$ cat src/rtl/pcx_irq_pkg.sv
package pcx_irq_pkg;
  typedef enum logic [1:0] {
    SNS_LOW  = 2'b00,
    SNS_ANY  = 2'b01,
    SNS_FALL = 2'b10,
    SNS_RISE = 2'b11
  } sense_e;

  localparam int unsigned NUM_GRP = 2;
  localparam int unsigned NUM_SRC = NUM_GRP + 1;
  localparam int unsigned SRC_EXT = 0;
  localparam int unsigned ADDR_W  = 2;
  localparam int unsigned CTRL_W  = 2 + NUM_SRC;
  localparam logic [ADDR_W-1:0] ADDR_CTRL = 2'd0;
  localparam logic [ADDR_W-1:0] ADDR_CLR  = 2'd3;
  localparam logic [1:0] WARM_DONE = 2'd3;
endpackage

$ cat src/rtl/pcx_sync.sv
module pcx_sync #(
  parameter int unsigned W = 1
) (
  input  logic         clk,
  input  logic         rst_n,
  input  logic [W-1:0] d,
  output logic [W-1:0] q
);
  logic [W-1:0] meta_q;
  logic [W-1:0] stab_q;

  always_ff @(posedge clk or negedge rst_n) begin
    if (!rst_n) begin
      meta_q <= '0;
      stab_q <= '0;
    end else begin
      meta_q <= d;
      stab_q <= meta_q;
    end
  end

  assign q = stab_q;
endmodule

$ cat src/rtl/pcx_grp_detect.sv
module pcx_grp_detect #(
  parameter int unsigned W = 8
) (
  input  logic         clk,
  input  logic         rst_n,
  input  logic         arm,
  input  logic [W-1:0] cur,
  input  logic [W-1:0] mask,
  output logic         evt
);
  logic [W-1:0] prev_q;
  logic [W-1:0] prev_d;

  // history follows every pin, masked or not
  always_comb prev_d = cur;

  always_ff @(posedge clk or negedge rst_n) begin
    if (!rst_n) prev_q <= '0;
    else        prev_q <= prev_d;
  end

  assign evt = arm & (|((cur ^ prev_q) & mask));
endmodule

$ cat src/rtl/pcx_xsense.sv
module pcx_xsense
  import pcx_irq_pkg::*;
(
  input  logic       clk,
  input  logic       rst_n,
  input  logic       arm,
  input  logic       cur,
  input  logic [1:0] sense,
  output logic       evt,
  output logic       lvl
);
  logic prev_q;
  logic rise;
  logic fall;
  logic evt_raw;

  always_ff @(posedge clk or negedge rst_n) begin
    if (!rst_n) prev_q <= 1'b0;
    else        prev_q <= cur;
  end

  assign rise = cur & ~prev_q;
  assign fall = ~cur & prev_q;

  always_comb begin
    case (sense)
      SNS_ANY:  evt_raw = rise | fall;
      SNS_FALL: evt_raw = fall;
      SNS_RISE: evt_raw = rise;
      default:  evt_raw = 1'b0;
    endcase
  end

  assign evt = arm & evt_raw;
  assign lvl = (sense == SNS_LOW) & ~cur;
endmodule

$ cat src/rtl/pcx_flag.sv
module pcx_flag (
  input  logic clk,
  input  logic rst_n,
  input  logic set,
  input  logic clr,
  output logic q
);
  logic flag_q;
  logic flag_d;

  // a fresh event outranks a clear in the same cycle
  always_comb flag_d = set | (flag_q & ~clr);

  always_ff @(posedge clk or negedge rst_n) begin
    if (!rst_n) flag_q <= 1'b0;
    else        flag_q <= flag_d;
  end

  assign q = flag_q;
endmodule

$ cat src/rtl/pcx_irq_ctrl.sv
module pcx_irq_ctrl
  import pcx_irq_pkg::*;
#(
  parameter int unsigned GRP_W = 8
) (
  input  logic                          clk,
  input  logic                          rst_n,
  input  logic [GRP_W*NUM_GRP-1:0]      pin_i,
  input  logic                          xint_i,
  input  logic                          wr_en_i,
  input  logic [ADDR_W-1:0]             wr_addr_i,
  input  logic [GRP_W-1:0]              wr_data_i,
  input  logic [NUM_SRC-1:0]            ack_i,
  output logic [NUM_SRC-1:0]            irq_o,
  output logic [NUM_SRC-1:0]            flags_o
);
  localparam int unsigned PIN_W = GRP_W * NUM_GRP;

  logic [PIN_W-1:0]                pin_sync;
  logic                            x_sync;
  logic [1:0]                      warm_q, warm_d;
  logic                            armed;
  logic [1:0]                      sense_q, sense_d;
  logic [NUM_SRC-1:0]              en_q, en_d;
  logic [NUM_GRP-1:0][GRP_W-1:0]   mask_q, mask_d;
  logic [NUM_GRP-1:0]              grp_evt;
  logic                            x_evt;
  logic                            x_lvl;
  logic [NUM_SRC-1:0]              evt_vec;
  logic [NUM_SRC-1:0]              clr_vec;
  logic [NUM_SRC-1:0]              flag_q;
  logic                            wr_clr;
  logic                            unused_wdata;

  assign unused_wdata = ^wr_data_i[GRP_W-1:CTRL_W];

  pcx_sync #(.W(PIN_W)) u_pin_sync (.clk(clk), .rst_n(rst_n), .d(pin_i),  .q(pin_sync));
  pcx_sync #(.W(1))     u_x_sync   (.clk(clk), .rst_n(rst_n), .d(xint_i), .q(x_sync));

  // warm-up: events stay gated until the history holds synchronised pins
  always_comb begin
    warm_d = warm_q;
    if (warm_q != WARM_DONE) warm_d = warm_q + 2'd1;
  end

  always_ff @(posedge clk or negedge rst_n) begin
    if (!rst_n) warm_q <= 2'd0;
    else        warm_q <= warm_d;
  end

  assign armed = (warm_q == WARM_DONE);

  // configuration registers
  always_comb begin
    sense_d = sense_q;
    en_d    = en_q;
    mask_d  = mask_q;
    if (wr_en_i) begin
      if (wr_addr_i == ADDR_CTRL) begin
        sense_d = wr_data_i[1:0];
        en_d    = wr_data_i[CTRL_W-1:2];
      end
      for (int g = 0; g < NUM_GRP; g++) begin
        if (wr_addr_i == ADDR_W'(g + 1)) mask_d[g] = wr_data_i;
      end
    end
  end

  always_ff @(posedge clk or negedge rst_n) begin
    if (!rst_n) begin
      sense_q <= 2'b00;
      en_q    <= '0;
      mask_q  <= '0;
    end else begin
      sense_q <= sense_d;
      en_q    <= en_d;
      mask_q  <= mask_d;
    end
  end

  // detectors
  pcx_xsense u_xsense (
    .clk(clk), .rst_n(rst_n), .arm(armed), .cur(x_sync),
    .sense(sense_q), .evt(x_evt), .lvl(x_lvl)
  );

  for (genvar g = 0; g < NUM_GRP; g++) begin : g_grp
    pcx_grp_detect #(.W(GRP_W)) u_det (
      .clk(clk), .rst_n(rst_n), .arm(armed),
      .cur(pin_sync[g*GRP_W +: GRP_W]), .mask(mask_q[g]), .evt(grp_evt[g])
    );
  end

  assign evt_vec = {grp_evt, x_evt};
  assign wr_clr  = wr_en_i & (wr_addr_i == ADDR_CLR);

  for (genvar k = 0; k < NUM_SRC; k++) begin : g_src
    assign clr_vec[k] = ack_i[k] | (wr_clr & wr_data_i[k]);
    pcx_flag u_flag (
      .clk(clk), .rst_n(rst_n), .set(evt_vec[k]), .clr(clr_vec[k]), .q(flag_q[k])
    );
    if (k == SRC_EXT) begin : g_ext
      assign irq_o[k] = en_q[k] & (flag_q[k] | x_lvl);
    end else begin : g_pc
      assign irq_o[k] = en_q[k] & flag_q[k];
    end
  end

  assign flags_o = flag_q;
endmodule

$ cat config.mk
export PLATFORM = sky130hd
export DESIGN_NAME = pcx_irq_ctrl
export DESIGN_NICKNAME = d
export VERILOG_FILES = /design/src/rtl/pcx_irq_pkg.sv /design/src/rtl/pcx_sync.sv /design/src/rtl/pcx_grp_detect.sv /design/src/rtl/pcx_xsense.sv /design/src/rtl/pcx_flag.sv /design/src/rtl/pcx_irq_ctrl.sv
export SDC_FILE = /design/constraint.sdc
export NUM_CORES = 1
export LEC_CHECK = 0
export BUFFER_PORTS_ARGS = -buffer_cell sky130_fd_sc_hd__buf_2
export CORE_AREA = 8 8 76 111
export DETAILED_ROUTE_END_ITERATION = 8
export DIE_AREA = 0 0 84 119
export PLACE_DENSITY_LB_ADDON = 0.2
export SLEW_MARGIN = 30
export SYNTH_ARGS = -nofsm -noshare
export SYNTH_HDL_FRONTEND = slang
export SYNTH_SLANG_ARGS = --single-unit
$ cat constraint.sdc
create_clock -name clk -period 2.7 [get_ports clk]
set_input_delay 0 -clock clk [delete_from_list [all_inputs] [get_ports clk]]
set_output_delay 0 -clock clk [all_outputs]
set_load 0.05 [all_outputs]
==> key figures, run 1 <==
Outcome
  • Status: finished clean

Clock network
  • Setup bufs post-CTS: 0
  • CTS tree: done
  • Clk root buf: clkbuf_8
  • Clock Path Buffers: 2
  • Clk sinks: 77
  • CTS clock-pin slew for the worst setup and hold paths: 0.08 ns
  • Htree depth: 3
  • Skew-Pair Late Insertion Delay: 0.34 ns
  • Clock buffer count from CTS: 9

Synth
  • Mapped cell area: 2620 um^2
  • Post-synthesis simple-gate area fraction: 4.02%
  • Synthesis-stage register bit count: 77
  • Adder-Cell Fraction of Synth Area: 1.43%
  • Sequential area share after synthesis: 73.6%
  • Proportion of synthesized area in mux cells: 9.90%
  • Synth warnings: 0
  • Commonest cells in the synthesized netlist: 77 x dfrtp_1, 23 x mux2_2, 16 x xor2_1
  • EDFF count, synth: 0
  • Yosys top cell by area: dfrtp_1
  • Synth Area in Compound Gates: 3.73%
  • Area contributors post-synth: dfrtp_1 74%, mux2_2 9.9%, xor2_1 5.4%
  • Cell variety after synth: 21
  • Async set or reset register ratio after synthesis: 100%
  • Largest family of logic cells by synthesized area: multiplexers
  • Synth Area per Inst: 16.9 um^2
  • Syn nets: 191
  • Most frequent cell after synthesis: dfrtp_1
  • Primary FF master, synth: dfrtp_1
  • Cells after synthesis: 155
  • Xor/xnor share of the synthesized area: 5.69%
  • Yosys top cell area share: 73.6%

Worst setup path
  • Worst Setup End Kind: output pin
  • Startpoint types: flip-flop
  • Critical Path AT: 1.38 ns
  • Required time of the worst setup path: 2.70 ns
  • Crit-path max FO: 4
  • Crit Path Class: reg -> out

Timing
  • Final slew viol count: 0
  • Skew final: 0.00702 ns
  • RSZ-0062 raised after global routing: no
  • Final hold slack: 0.123 ns
  • Worst setup margin: 1.32 ns
  • Worst slew margin: 55.4%
  • Worst-Margin Slew: 0.670 ns
  • Setup TNS: 0 ns
  • Fin crit period: 1.38 ns
  • Hold Fails Final Rpt: 0
  • Setup-failing EPs final: 0
  • F_max: 727 MHz
  • Final period util: 51.0%

Detailed routing
  • Routed vias/inst: 4.66
  • DR WL/cell: 14.3 um
  • Iter 0 DRT Violations: 80
  • Overall routed net length: 4.50 mm
  • Vias: 1464
  • Post-DRT Antenna Nets: 0
  • Drt drc: 0
  • Detailed-router iteration count before antenna repair: 4

Power and ir drop
  • Logic pwr share: 11.9%
  • Sw power: 638 uW
  • Clock power share: 36.8%
  • Peak supply drop: 0.000346 V
  • Sequential Power Share: 51.3%
  • Pwr Density: 754 nW/um^2
  • Leak pwr: 0.00156 uW
  • Switching Fraction: 24.9%
  • Int Power: 1930 uW

Die
  • Die span in y: 119 um
  • Die span in x: 84 um
  • Initial Utilization: 38.4%
  • Total die area: 10000 um^2
  • CORE AREA: 6810 um^2
  • Cell Rows: 37
  • Top-Level Pins: 39

Finish
  • Fin nets: 267
  • Fillers: 598
  • Non-Filler Instances: 314
  • ANT cells: 0
  • Synth-to-Final Area Change: 30.1%
  • Share of cells above drive strength 1: 34.7%

Global routing
  • Vias in the first global route: 1708
  • Largest net degree at the start of global routing: 78
  • GR Overflow Total: 0
  • First-pass GRT wire length: 8.02 mm
  • GRT Util Overall: 9.98%
  • Initial antenna violation count: 0

Place
  • Worst slack at placement: 1.42 ns
  • Gpl congestion: 0.743
  • Placed Cells: 269
  • Port Buf Inserts: 38
  • Detailed Place HPWL: 3.13 mm

Min path
  • Hold Crit Class: in -> reg

Flow run
  • Maxcap violations: 0
==> per-layer routing <==
metal / track usage (%) / wire (um)
met3: 4.43 / 292
met4: 4.88 / 51
met5: 0 / 0
met1: 10.7 / 1840
met2: 16.3 / 2310
==> critical path: stages (launching register included) <==
cell     delay, ns
dfrtp_1       0.42
nor3_1        0.23
o21a_1        0.13
buf_2         0.25
==> kinds of logic after synthesis <==
logic type	Yosys count
buf+inv	8
fa+ha+maj	3
compound gates	13
simple gates	14
xor+xnor	17
mux	23
flops	77
==> cells in the final DEF (no fill, tap or decap), drive strengths merged <==
cell / count
dfrtp: 77
buf: 39
dlygate4sd3: 29
mux2: 23
xor2: 16
clkbuf: 9
a22oi: 8
inv: 7
nand2: 3
ha: 3
nand3b: 3
nand4: 2
a32o: 2
and2: 2
bufinv: 2
clkinvlp: 2
nor3b: 2
a21oi: 1
and3: 1
o21ai: 1
xnor2: 1
nor3: 1
o21a: 1
clkinv: 1
==> timing repair <==
| action | CTS | global route |
|---|---|---|
| hold buffers | 29 | 0 |
| hold endpoints to repair | 118 | 0 |
| resized for setup | 0 | 0 |
==> power by group through the flow <==
stage	Sequential [uW]	Combinational, uW	Clock, uW
final	1320	306	945
after global routing	1330	340	1020
after CTS	1320	313	972
after detailed placement	1340	280	0
after global placement	1330	274	0
after floorplan	1320	197	0
==> path summary, 6_finish.rpt <==
kind / from / endpoint / slack (ns) / cells after the start
worst max-delay path: u_x_sync.q / irq_o[0] / 1.32 / 3
worst min-delay path: wr_addr_i[0] / en_q[1] / 0.12 / 3
worst max register to register: u_x_sync.q / g_src[0].u_flag.q / 1.44 / 5
worst min register to register: u_pin_sync.meta_q[3] / u_pin_sync.q[3] / 0.34 / 0
max in group asynchronous: rst_n / u_pin_sync.meta_q[3] / 1.93 / 3
min in group asynchronous: rst_n / warm_q[0] / 0.30 / 3
==> state kept, by name, indices dropped and copies added (netlist names) <==
register / cells
en_q: 3
g_grp.u_det.prev_q: 16
sense_q: 2
u_x_sync.meta_q: 1
g_src.u_flag.q: 3
mask_q: 16
u_xsense.prev_q: 1
u_pin_sync.meta_q: 16
u_x_sync.q: 1
u_pin_sync.q: 16
warm_q: 2
==> stage by stage <==
stage               area [um^2]  utilization [%]  total power (uW)
floorplan                  2620                -              1520
global placement           2890             42.5              1610
detailed placement         2890             42.5              1620
CTS                        3400             50.0              2600
global route               3400             50.0              2690
finish                     3400             50.0              2570
==> cell type report <==
type | count | area [um^2] | share of cell area (%)
clock buffer | 9 | 124 | 3.64
tap | 78 | 97.6 | 2.87
multi-input combinational | 70 | 648 | 19.0
timing repair buffer | 68 | 492 | 14.4
clock inverter | 7 | 97.6 | 2.87
sequential | 77 | 1930 | 56.6
inverter | 5 | 18.8 | 0.551
Note: power is estimated with default switching activity, not from simulation.
==> run 2: changes to the inputs <==
--- a/config.mk
+++ b/config.mk
@@ -5,10 +5,11 @@
 export SDC_FILE = /design/constraint.sdc
 export NUM_CORES = 1
 export LEC_CHECK = 0
+export ABC_AREA = 1
 export BUFFER_PORTS_ARGS = -buffer_cell sky130_fd_sc_hd__buf_2
-export CORE_AREA = 8 8 76 111
+export CORE_AREA = 8 8 78 115
 export DETAILED_ROUTE_END_ITERATION = 8
-export DIE_AREA = 0 0 84 119
+export DIE_AREA = 0 0 86 123
 export PLACE_DENSITY_LB_ADDON = 0.2
 export SLEW_MARGIN = 30
 export SYNTH_ARGS = -nofsm -noshare
==> constraint.sdc (replaced) <==
create_clock -name clk -period 1.2 [get_ports clk]
set_input_delay 0 -clock clk [delete_from_list [all_inputs] [get_ports clk]]
set_output_delay 0 -clock clk [all_outputs]
set_load 0.05 [all_outputs]
==> key figures, run 2 <==
Synth
  • EDFF count, synth: 0 (unchanged)
  • Sequential area share after synthesis: 67.6% (-6.0 points)
  • Area contributors post-synth: dfrtp_1 68%, nand2_1 9.4%, inv_1 6.6%
  • Post-synthesis simple-gate area fraction: 15.0% (+11 points)
  • Synth warnings: 0 (unchanged)
  • Largest family of logic cells by synthesized area: simple AND/OR/NAND/NOR gates
  • Xor/xnor share of the synthesized area: 0.307% (-5.4 points)
  • Syn nets: 298 (+56%)
  • Cell variety after synth: 19 (-9.5%)
  • Synth Area per Inst: 10.9 um^2 (-36%)
  • Adder-Cell Fraction of Synth Area: 1.32% (-0.12 points)
  • Most frequent cell after synthesis: dfrtp_1
  • Commonest cells in the synthesized netlist: 77 x dfrtp_1, 71 x nand2_1, 50 x inv_1
  • Synthesis-stage register bit count: 77 (unchanged)
  • Mapped cell area: 2850 um^2 (+8.9%)
  • Primary FF master, synth: dfrtp_1
  • Yosys top cell by area: dfrtp_1
  • Synth Area in Compound Gates: 7.16% (+3.4 points)
  • Yosys top cell area share: 67.6% (-6.0 points)
  • Proportion of synthesized area in mux cells: 0.395% (-9.5 points)
  • Cells after synthesis: 262 (+69%)
  • Async set or reset register ratio after synthesis: 100% (unchanged)

Die
  • Cell Rows: 39 (+5.4%)
  • CORE AREA: 7370 um^2 (+8.3%)
  • Die span in y: 123 um (+3.4%)
  • Total die area: 10600 um^2 (+5.8%)
  • Initial Utilization: 38.7% (+0.22 points)
  • Top-Level Pins: 39 (unchanged)
  • Die span in x: 86 um (+2.4%)

Global routing
  • Routing usage on met2: 17.8% (+1.5 points)
  • First-pass GRT wire length: 8.85 mm (+10%)
  • GR Layer Usage met3: 3.53% (-0.91 points)
  • Largest net degree at the start of global routing: 34 (-56%)
  • M1 GR Usage: 12.2% (+1.5 points)
  • Gr busiest metal: met2
  • Initial antenna violation count: 0 (unchanged)
  • Vias in the first global route: 1936 (+13%)
  • GR Overflow Total: 0 (unchanged)
  • GRT Util Overall: 11.1% (+1.1 points)

Clock network
  • CTS clock-pin slew for the worst setup and hold paths: 0.05 ns (-0.03 ns)
  • Clk root buf: clkbuf_16
  • CTS tree: done
  • Skew-Pair Late Insertion Delay: 0.33 ns (about the same)
  • Clock buffer count from CTS: 9 (unchanged)
  • Clk sinks: 77 (unchanged)
  • Clock Path Buffers: 2 (unchanged)
  • Htree depth: 3 (unchanged)

Finish
  • Utilization after layout: 50.9% (+0.88 points)
  • Non-Filler Instances: 444 (+41%)
  • Commonest non-fill, non-tap cell in the layout: dfrtp_1
  • Synth-to-Final Area Change: 31.7%
  • Fillers: 700 (+17%)
  • Commonest non-fill, non-tap cells in the layout: 77 x dfrtp_1, 71 x nand2_1, 47 x inv_1
  • ANT cells: 0 (unchanged)
  • Fin nets: 375 (+40%)
  • Share of cells above drive strength 1: 23.4% (-11 points)

Timing
  • F_max: 846 MHz
  • Fin crit period: 1.18 ns
  • Setup-failing EPs final: 0 (unchanged)
  • Skew final: 0.00435 ns (-0.00267 ns)
  • Setup TNS: 0 ns (unchanged)
  • Worst slew margin: 75.4% (+20 points)
  • Worst-Margin Slew: 0.369 ns (-0.301 ns)
  • Final slew viol count: 0 (unchanged)
  • Hold Fails Final Rpt: 0 (unchanged)
  • RSZ-0062 raised after global routing: yes
  • Final hold slack: 0.0357 ns (-0.0871 ns)
  • Final period util: 98.5%

Worst setup path
  • Crit-path max FO: 3 (-1)
  • Worst Setup End Kind: output pin
  • Crit Path Class: reg -> out
  • Startpoint types: flip-flop
  • Reg2Reg Depth: 5 (unchanged)
  • Critical Path AT: 1.18 ns (-0.20 ns)
  • Required time of the worst setup path: 1.20 ns (-1.50 ns)

Power and ir drop
  • Final Total Pwr: 6290 uW (+150%)
  • Pwr Density: 1680 nW/um^2 (+120%)
  • Leak pwr: 0.00194 uW (+24%)
  • Peak supply drop: 0.000885 V (+160%)

Outcome
  • Status: finished clean

Place
  • Gpl congestion: 0.692 (-6.9%)
  • Port Buf Inserts: 38 (unchanged)
  • Detailed Place HPWL: 3.40 mm (+8.4%)
  • Placed Cells: 400 (+49%)

Min path
  • Worst hold path stage count: 3 (unchanged)
  • Hold Crit Class: in -> reg

Detailed routing
  • Detailed-router iteration count before antenna repair: 4 (unchanged)
  • Iter 0 DRT Violations: 99 (+24%)
  • Drt drc: 0 (unchanged)
  • Routed vias/inst: 4.15 (-11%)
  • Overall routed net length: 5.09 mm (+13%)
  • Post-DRT Antenna Nets: 0 (unchanged)
  • Vias: 1841 (+26%)
  • DR WL/cell: 11.5 um (-20%)

Flow run
  • Maxcap violations: 0 (unchanged)
-- run 2: cell types whose count changed after synthesis, sizes merged, moves of 5 or more --
cell and delta:
o21ai +21, nand3 +21, xor2 -16, a22oi -8
mux2 -22, nand2 +68, nor2 +5, inv +45
-- run 2: critical path, stage by stage (launching register included) --
cell and delay, ns:
dfrtp_1 0.41, inv_2 0.07, nand3_2 0.06, a21boi_2 0.14, buf_6 0.17
-- run 2: logic make-up (layout without fill, tap and decap cells) --
kind of cell    Yosys count  count (layout)
compound gates           27              27
simple gates             98              98
flops                    77              77
buf+inv                  55             135
mux                       1               1
fa+ha+maj                 3               3
xor+xnor                  1               1
-- run 2: per-stage QoR --
| step | setup WS [ns] | area (um^2) |
|---|---|---|
| 2_1_floorplan | 0.127 | 2850 |
| 3_3_place_gp | 0.0988 | 3160 |
| 3_5_place_dp | 0.0204 | 3160 |
| 4_1_cts | -0.0194 | 3760 |
| 5_1_grt | -0.0523 | 3750 |
| 6_report | 0.0174 | 3750 |
-- run 2: per-layer routing --
layer  routed length [um]  vias up  part of all wire [%]
li1                     -      955                     -
met1                 2240      842                    44
met2                 2460       35                    48
met3                  245        9                   4.8
met4                  146        0                   2.9
met5                    0        -                     0
-- run 2: path summary, 6_finish.rpt --
check / start / to / slack [ns]
min reg2reg: u_pin_sync.meta_q[0] / u_pin_sync.q[0] / 0.34
max reg2reg: u_x_sync.q / g_src[0].u_flag.q / 0.02
min: wr_data_i[0] / mask_q[8] / 0.04
min in group asynchronous: rst_n / u_pin_sync.meta_q[3] / 0.13
max in group asynchronous: rst_n / u_pin_sync.q[14] / 0.54
max: sense_q[1] / irq_o[0] / 0.02
-- run 2: final cells by class --
cell class / count / area [um^2] / area share, %
inverters: 50 / 188 / 5.00
well taps: 102 / 128 / 3.40
multi-input cells: 130 / 698 / 18.6
clock buffers: 12 / 246 / 6.57
clock inverters: 2 / 35.0 / 0.934
flip-flops and latches: 77 / 1930 / 51.4
repair buffers: 71 / 529 / 14.1
-- run 2: where the power goes --
part           internal (uW)  total [uW]  switching (uW)
Combinational            314         776             463
Clock                   1640        2580             939
Sequential              2820        2940             118
-- run 2: timing repair --
item,4_1_cts,5_1_grt
hold endpoints to repair,109,1
gates cloned,0,0
gates resized for setup,6,0
pin swaps,2,1
endpoints found under the setup margin,1,4
hold buffers,29,1
buffers inserted,2,0
==> run 3: changes to the inputs <==
--- a/config.mk
+++ b/config.mk
@@ -10,7 +10,6 @@
 export CORE_AREA = 8 8 78 115
 export DETAILED_ROUTE_END_ITERATION = 8
 export DIE_AREA = 0 0 86 123
-export PLACE_DENSITY_LB_ADDON = 0.2
 export SLEW_MARGIN = 30
 export SYNTH_ARGS = -nofsm -noshare
 export SYNTH_HDL_FRONTEND = slang
==> key figures, run 3 (synthesized netlist as in run 2, its figures left out) <==
Finish
  • Commonest non-fill, non-tap cell in the layout: dfrtp_1
  • ANT cells: 0 (unchanged)
  • Utilization after layout: 50.9% (about the same)
  • Fillers: 668 (-4.6%)
  • Synth-to-Final Area Change: 31.8% (about the same)
  • Commonest non-fill, non-tap cells in the layout: 77 x dfrtp_1, 71 x nand2_1, 47 x inv_1
  • Share of cells above drive strength 1: 23.9% (+0.51 points)
  • Fin nets: 375 (unchanged)

Clock network
  • CTS clock-pin slew for the worst setup and hold paths: 0.05 ns (about the same)
  • Clock Path Buffers: 2 (unchanged)
  • Skew-Pair Late Insertion Delay: 0.32 ns (about the same)
  • Clk root buf: clkbuf_16
  • CTS tree: done
  • Htree depth: 3 (unchanged)
  • Clock buffer count from CTS: 9 (unchanged)
  • Clk sinks: 77 (unchanged)

Die
  • Initial Utilization: 38.7% (unchanged)
  • Die span in y: 123 um (unchanged)
  • CORE AREA: 7370 um^2 (unchanged)
  • Top-Level Pins: 39 (unchanged)
  • Die span in x: 86 um (unchanged)
  • Total die area: 10600 um^2 (unchanged)
  • Cell Rows: 39 (unchanged)

Worst setup path
  • Required time of the worst setup path: 1.20 ns (about the same)
  • Worst-path cell chain: inv_2 > nand3_2 > a21boi_2 > buf_6
  • Startpoint types: flip-flop
  • Crit Path Class: reg -> out
  • FF-to-FF setup slack: 0.02 ns (about the same)
  • Worst Setup End Kind: output pin
  • Critical Path AT: 1.19 ns (about the same)
  • Slowest cell on crit path: dfrtp_1
  • Reg2Reg Depth: 5 (unchanged)
  • Worst path max stage delay: 0.39 ns (-0.02 ns)
  • Crit-path max FO: 2 (-1)

Timing
  • Final hold slack: 0.0410 ns (+0.00530 ns)
  • Worst slew margin: 74.9% (-0.48 points)
  • Setup-failing EPs final: 0 (unchanged)
  • Final slew viol count: 0 (unchanged)
  • RSZ-0062 raised after global routing: yes
  • Setup TNS: 0 ns (unchanged)
  • Skew final: 0.00448 ns (+0.000126 ns)
  • Worst setup margin: 0.00959 ns (-0.00783 ns)
  • Fin crit period: 1.19 ns (+0.00783 ns)
  • F_max: 840 MHz (-0.66%)
  • Worst-Margin Slew: 0.376 ns (+0.00716 ns)
  • Final period util: 99.2% (+0.65 points)
  • Hold Fails Final Rpt: 0 (unchanged)

Detailed routing
  • Vias: 1854 (+0.71%)
  • Overall routed net length: 4.82 mm (-5.3%)
  • Iter 0 DRT Violations: 61 (-38%)
  • Routed vias/inst: 4.17 (+0.48%)
  • Drt drc: 0 (unchanged)
  • Detailed-router iteration count before antenna repair: 4 (unchanged)
  • Post-DRT Antenna Nets: 0 (unchanged)
  • DR WL/cell: 10.8 um (-5.5%)

Place
  • Worst slack at placement: -0.000604 ns (-0.0210 ns)
  • Port Buf Inserts: 38 (unchanged)
  • Gpl congestion: 0.776 (+12%)
  • Detailed Place HPWL: 3.28 mm (-3.4%)

Power and ir drop
  • Pwr Density: 1620 nW/um^2 (-3.5%)
  • Peak supply drop: 0.000761 V (-14%)
  • Final Total Pwr: 6070 uW (-3.5%)
  • Leak pwr: 0.00194 uW (about the same)

Min path
  • Worst hold path stage count: 3 (unchanged)
  • Hold Crit Class: in -> reg

Global routing
  • First-pass GRT wire length: 8.39 mm (-5.1%)
  • Largest net degree at the start of global routing: 30 (-12%)
  • Initial antenna violation count: 0 (unchanged)
  • Vias in the first global route: 1874 (-3.2%)
  • GR Overflow Total: 0 (unchanged)
  • GRT Util Overall: 10.3% (-0.74 points)

Flow run
  • Maxcap violations: 0 (unchanged)

Outcome
  • Status: finished clean
-- run 3: stage by stage --
| step | instance area [um^2] | std cells |
|---|---|---|
| floorplan | 2850 | 262 |
| global placement | 3170 | 399 |
| detailed placement | 3170 | 399 |
| CTS | 3750 | 446 |
| global route | 3750 | 445 |
| finish | 3750 | 445 |
-- run 3: what timing repair did --
action | 4_1_cts | 5_1_grt
setup buffers | 3 | 0
hold buffers | 29 | 1
pin swaps | 2 | 3
gates resized for setup | 6 | 3
endpoints found under the hold margin | 108 | 1
setup endpoints to repair | 2 | 4
-- run 3: path summary, 6_finish.rpt --
| path | from | to |
|---|---|---|
| max in group asynchronous | rst_n | u_pin_sync.meta_q[13] |
| hold reg to reg | u_pin_sync.meta_q[0] | u_pin_sync.q[0] |
| setup / recovery | sense_q[0] | irq_o[0] |
| hold / removal | wr_data_i[0] | mask_q[8] |
| min in group asynchronous | rst_n | u_pin_sync.meta_q[0] |
| setup reg to reg | u_x_sync.q | g_src[0].u_flag.q |
-- run 3: worst max-delay path, delay by kind of cell (launching register included) --
family	cells	cell delay, ns
buf+inv	2	0.24
simple gates	1	0.08
flops	1	0.39
compound gates	1	0.15
-- run 3: power by group --
group          total (uW)  switching [uW]  internal [uW]
sequential           2940             116           2820
clock                2340             902           1440
combinational         800             471            328
total                6070            1490           4580
-- run 3: layout make-up --
class	count	area [um^2]	share of cell area, %
Clock buffer	13	250	6.67
Sequential cell	77	1930	51.3
Inverter	50	188	5.00
Tap cell	102	128	3.40
Multi-Input combinational cell	130	709	18.9
Timing Repair Buffer	71	542	14.4
Clock inverter	2	10.0	0.267
-- run 3: routing by layer --
layer | up-vias | track usage, % | part of all wire (%)
met3 | 6 | 3.19 | 4.2
li1 | 952 | - | -
met5 | - | 0 | 0
met1 | 865 | 11.5 | 45
met4 | 0 | 6.94 | 1.6
met2 | 31 | 16.7 | 49
